==> src/rtl/issue_pkg.sv <==
// Shared timing constants and unit decode for the issue checker.
// Assumes one register write port and one candidate instruction per cycle.
package issue_pkg;

    localparam int unsigned NUM_UNITS = 5;

    typedef enum logic [2:0] {
        U_INT  = 3'd0,
        U_MEM  = 3'd1,
        U_FADD = 3'd2,
        U_MUL  = 3'd3,
        U_DIV  = 3'd4
    } unit_e;

    // Result latency: intervening cycles before a consumer may issue.
    localparam int unsigned LAT_INT  = 0;
    localparam int unsigned LAT_MEM  = 1;
    localparam int unsigned LAT_FADD = 3;
    localparam int unsigned LAT_MUL  = 6;
    localparam int unsigned LAT_DIV  = 24;

    // Repeat interval of the divider; every other unit accepts every cycle.
    localparam int unsigned II_DIV   = 25;

    // Write-back offset from the issue cycle.
    localparam int unsigned WB_INT   = 2;
    localparam int unsigned WB_MEM   = 2;
    localparam int unsigned WB_FADD  = LAT_FADD + 1;
    localparam int unsigned WB_MUL   = LAT_MUL + 1;
    localparam int unsigned WB_DIV   = LAT_DIV + 1;

    function automatic int unsigned max2(input int unsigned a, input int unsigned b);
        return (a > b) ? a : b;
    endfunction

    localparam int unsigned MAX_WB = max2(max2(max2(WB_INT, WB_MEM), max2(WB_FADD, WB_MUL)), WB_DIV);
    localparam int unsigned CW     = $clog2(max2(MAX_WB, II_DIV) + 1);
    localparam int unsigned SLOTS  = MAX_WB + 1;

    // Map a raw unit code onto a real unit; spare codes become integer.
    function automatic logic [2:0] unit_of(input logic [2:0] code);
        return (code > 3'(U_DIV)) ? 3'(U_INT) : code;
    endfunction

    function automatic logic [CW-1:0] lat_of(input logic [2:0] code);
        case (unit_of(code))
            3'(U_MEM):  return CW'(LAT_MEM);
            3'(U_FADD): return CW'(LAT_FADD);
            3'(U_MUL):  return CW'(LAT_MUL);
            3'(U_DIV):  return CW'(LAT_DIV);
            default:    return CW'(LAT_INT);
        endcase
    endfunction

    function automatic logic [CW-1:0] wb_of(input logic [2:0] code);
        case (unit_of(code))
            3'(U_MEM):  return CW'(WB_MEM);
            3'(U_FADD): return CW'(WB_FADD);
            3'(U_MUL):  return CW'(WB_MUL);
            3'(U_DIV):  return CW'(WB_DIV);
            default:    return CW'(WB_INT);
        endcase
    endfunction

    function automatic logic [CW-1:0] ii_of(input logic [2:0] code);
        return (unit_of(code) == 3'(U_DIV)) ? CW'(II_DIV) : CW'(1);
    endfunction

endpackage

==> src/rtl/unit_timers.sv <==
// Busy timers for functional units whose repeat interval exceeds one cycle.
// Units that accept work every cycle get no timer (generate picks the variant).
module unit_timers #(
    parameter int unsigned NUM_UNITS = 5,
    parameter int unsigned CW        = 5
) (
    input  logic                 clk,
    input  logic                 rst_n,
    input  logic                 start_en,
    input  logic [2:0]           start_unit,
    output logic [NUM_UNITS-1:0] busy
);

    for (genvar k = 0; k < NUM_UNITS; k++) begin : g_unit
        localparam int unsigned IIK = int'(issue_pkg::ii_of(3'(k)));
        if (IIK > 1) begin : g_timer
            logic [CW-1:0] cnt_q;

            // Load repeat interval minus one on a start, count down to free.
            always_ff @(posedge clk) begin
                if (!rst_n)
                    cnt_q <= '0;
                else if (start_en && start_unit == 3'(k))
                    cnt_q <= CW'(IIK - 1);
                else if (cnt_q != '0)
                    cnt_q <= cnt_q - 1'b1;
            end

            assign busy[k] = (cnt_q != '0);
        end else begin : g_free
            assign busy[k] = 1'b0;
        end
    end

endmodule

==> config.mk <==
export PLATFORM = sky130hd
export DESIGN_NAME = unit_timers
export DESIGN_NICKNAME = d
export VERILOG_FILES = /design/src/rtl/issue_pkg.sv /design/src/rtl/unit_timers.sv
export SDC_FILE = /design/constraint.sdc
export NUM_CORES = 1
export LEC_CHECK = 0
export BUFFER_PORTS_ARGS = -buffer_cell sky130_fd_sc_hd__buf_2
export CORE_AREA = 2 2 39 41
export DETAILED_ROUTE_END_ITERATION = 10
export DIE_AREA = 0 0 41 43
export MAX_ROUTING_LAYER = met4
export PLACE_DENSITY = 0.4
export SETUP_SLACK_MARGIN = 0.3
export SYNTH_ARGS = -nofsm -noshare
export SYNTH_HDL_FRONTEND = slang
export SYNTH_SLANG_ARGS = --single-unit
==> constraint.sdc <==
create_clock -name clk -period 1.8 [get_ports clk]
set_clock_uncertainty 0.2 [all_clocks]
set_input_delay 0.09 -clock clk [delete_from_list [all_inputs] [get_ports clk]]
set_output_delay 0.09 -clock clk [all_outputs]
set_load 0.1 [all_outputs]
==> qor.csv <==
stage;metric;value;unit
floorplan;DIE HEIGHT;43;um
pwr;Peak VDD IR;0.6143;mV
worst_setup_path;peak fanout along the critical path;2;
synthesis;flops & latches, synth;5;
status;outcome;complete, no violations;
worst_hold_path;min-delay src;start_unit[1];
synthesis;Avg Cell Area, Syn;9.110;um2
worst_setup_path;Worst Path Required;1510;ps
route;drt total wl;523;um
finish;ANT cells;0;
finish;number of flip-flops in the largest register;5;
clocking;worst skew pair latency;240;ps
synthesis;synth warn;0;
worst_setup_path;critical path class;flip-flop to primary output;
global_route;number of global-route vias before repair;232;
finish;Final Cell Area;429.2;um2
worst_setup_path;RR Startpoint;g_unit[4].g_timer.cnt_q[1]$_SDFFE_PP0P_;
synthesis;leading area contributor after synthesis;dfxtp_1;
clocking;Clock Sinks;5;
clocking;CTS H-Tree Depth;1;
global_route;largest net degree at the start of global routing;5;
finish;share of cells above drive strength 1;0.5333;
floorplan;die width;41;um
route;antenna-violating nets left;0;
floorplan;starting density of the core;0.2107;
job;total of max-cap violations;0;
pwr;Leakage;0.1921;nW
route;Via density;4.016;
place;Buffers on Ports;6;
synthesis;Synth top area share;0.3433;
synthesis;ys flop type;dfxtp_1;
pwr;Clock power frac;0.132;
finish;final non-filler cell total;61;
synthesis;Cells after Synth;32;
route;DRT iter0 DRCs;0;
pwr;Seq pwr share;0.195;
sta;WHS;8.343;ps
clocking;Clk pin slew, worst setup/hold paths;40;ps
synthesis;Mapped Area;291.5;um2
place;Post-DP Area;336.6;um2
worst_setup_path;R2R Setup Slk;140;ps
sta;RSZ-0062 raised after global routing;true;
worst_setup_path;Critical Path End Type;primary output;
floorplan;total core area;1384;um2
floorplan;IO Pins;11;
place;Placed Cells;52;
finish;largest register by flop count;g_unit.g_timer.cnt_q;
worst_setup_path;worst endpoint data arrival time;1410;ps
floorplan;site row count;14;
finish;top flop regs;g_unit.g_timer.cnt_q x5;
sta;final hold violation count;0;
pwr;internal power;0.5544;mW
synthesis;number of flops mapped to enable cells by yosys;0;
pwr;Pwr Density;2282;nW/um2
global_route;grt total ovfl;0;
clocking;root buffer cell;clkbuf_4;
sta;measured slew at the worst slew-check pin;482.1;ps
synthesis;synth cell count leaders;5 x dfxtp_1, 4 x buf_4, 4 x nor2_1, 2 x inv_1;
sta;Final Max Tran Viols;0;
sta;Final TNS setup;0;ps
sta;FMAX;589.9;MHz
route;drt drc;0;
worst_setup_path;startpoint types;flip-flop;
global_route;first-pass GRT wire length;752;um
pwr;Logic pwr share;0.673;
sta;final setup violation count;0;
clocking;TritonCTS clock tree;built;
finish;Filler cells;153;
route;drt pass-1 iters;1;
finish;Final nets;53;
synthesis;ys async rst share;0;
synthesis;top-count cell post-synth;dfxtp_1;
global_route;initial antenna violation count;0;
worst_setup_path;Worst Setup SP;g_unit[4].g_timer.cnt_q[1]$_SDFFE_PP0P_;
sta;Final Cycle Share;0.9417;
floorplan;die area;1763;um2
route;routed length per placed instance;8.574;um
place;GPL Wtd Cong;0.6276;
global_route;Global Route Usage Sum;0.07305;
sta;Rel. slew slack;0.6742;
route;via count;245;
synthesis;Distinct cells, synth;21;
synthesis;top post-synthesis cells by area;dfxtp_1 34%, buf_4 10%, nor2_1 5.2%, or4b_4 4.7%, a211oi_2 4.3%;
finish;Syn-to-layout area delta;47.21;%
pwr;switching part of the total power;0.4339;
worst_hold_path;HP Class;input pin to flip-flop;
clocking;CTS buffer count;3;
sta;minimum clock period;1695;ps
pwr;Sw Pwr;0.4249;mW
synthesis;sequential element share of the synthesized area;0.3433;
clocking;CTS Buffer Depth;2;
==> stage by stage <==
step / setup slack [ps] / total power, mW / util
6_report: 104.9 / 0.9793 / 0.3101
5_1_grt: 61.60 / 1.037 / 0.3101
4_1_cts: 82.71 / 0.9664 / 0.3020
3_5_place_dp: 144.2 / 0.6930 / 0.2432
3_3_place_gp: 150.6 / 0.6870 / 0.2432
2_1_floorplan: 143.6 / 0.7121 / -
==> layer usage <==
layer,vias to the layer above,track usage,share of wire
li1,123,-,-
met1,112,0.04823,0.37
met2,10,0.1094,0.53
met3,0,0.03141,0.090
met4,0,0.1000,0
met5,-,-,0
==> path summary, 6_finish.rpt <==
| kind | to | cells after the start |
|---|---|---|
| worst min register to register | g_unit[4].g_timer.cnt_q[1]$_SDFFE_PP0P_ | 3 |
| worst max-delay path | busy[4] | 4 |
| worst max register to register | g_unit[4].g_timer.cnt_q[0]$_SDFFE_PP0P_ | 6 |
| worst min-delay path | g_unit[4].g_timer.cnt_q[4]$_SDFFE_PN0P_ | 3 |
==> power groups by stage <==
stage / registers (mW) / clock network (mW) / logic, mW
floorplan: 0.192 / 0 / 0.520
global placement: 0.198 / 0 / 0.489
detailed placement: 0.200 / 0 / 0.493
CTS: 0.188 / 0.137 / 0.641
global route: 0.195 / 0.142 / 0.700
finish: 0.191 / 0.130 / 0.659
==> critical path: stages (launching register included) <==
cell,delay (ps)
dfxtp_2,310
inv_2,60
ha_4,130
or4b_4,480
buf_12,180
==> area by class of cell <==
type                       count  area [um2]  share of cell area
clock buffer                   4       26.28             0.06122
inverter                       2       7.507             0.01749
multi-input combinational     23       183.9              0.4286
sequential                     5       102.6              0.2391
tap                           16       20.02             0.04665
timing repair buffer          11       88.84              0.2070
==> placed cells by master (no fill, tap or decap), drive strengths merged, types with 2 or more instances in the layout <==
cell / netlist / final
clkbuf: 0 / 4
conb: 1 / 4
inv: 2 / 2
buf: 5 / 10
dfxtp: 5 / 5
nor2: 4 / 4
==> repair_timing <==
item,in CTS,in global routing
gates cloned,0,0
buffers inserted,4,0
resized for setup,4,3
hold buffers,1,0
endpoints found under the setup margin,4,5
pin swaps,1,4
endpoints found under the hold margin,4,0
==> logic make-up (layout without fill, tap and decap cells) <==
family,after synthesis,count (layout),synth area share
AND/OR/NAND/NOR,12,12,0.2489
buffers and inverters,7,17,0.1674
flip-flops,5,5,0.3434
AO/OA/AOI/OAI,4,4,0.1245
XOR/XNOR,2,2,0.06010
adder cells (fa/ha/maj),1,1,0.04291
other,1,4,0.01286
No activity file was read; power rests on OpenSTA's default activity.
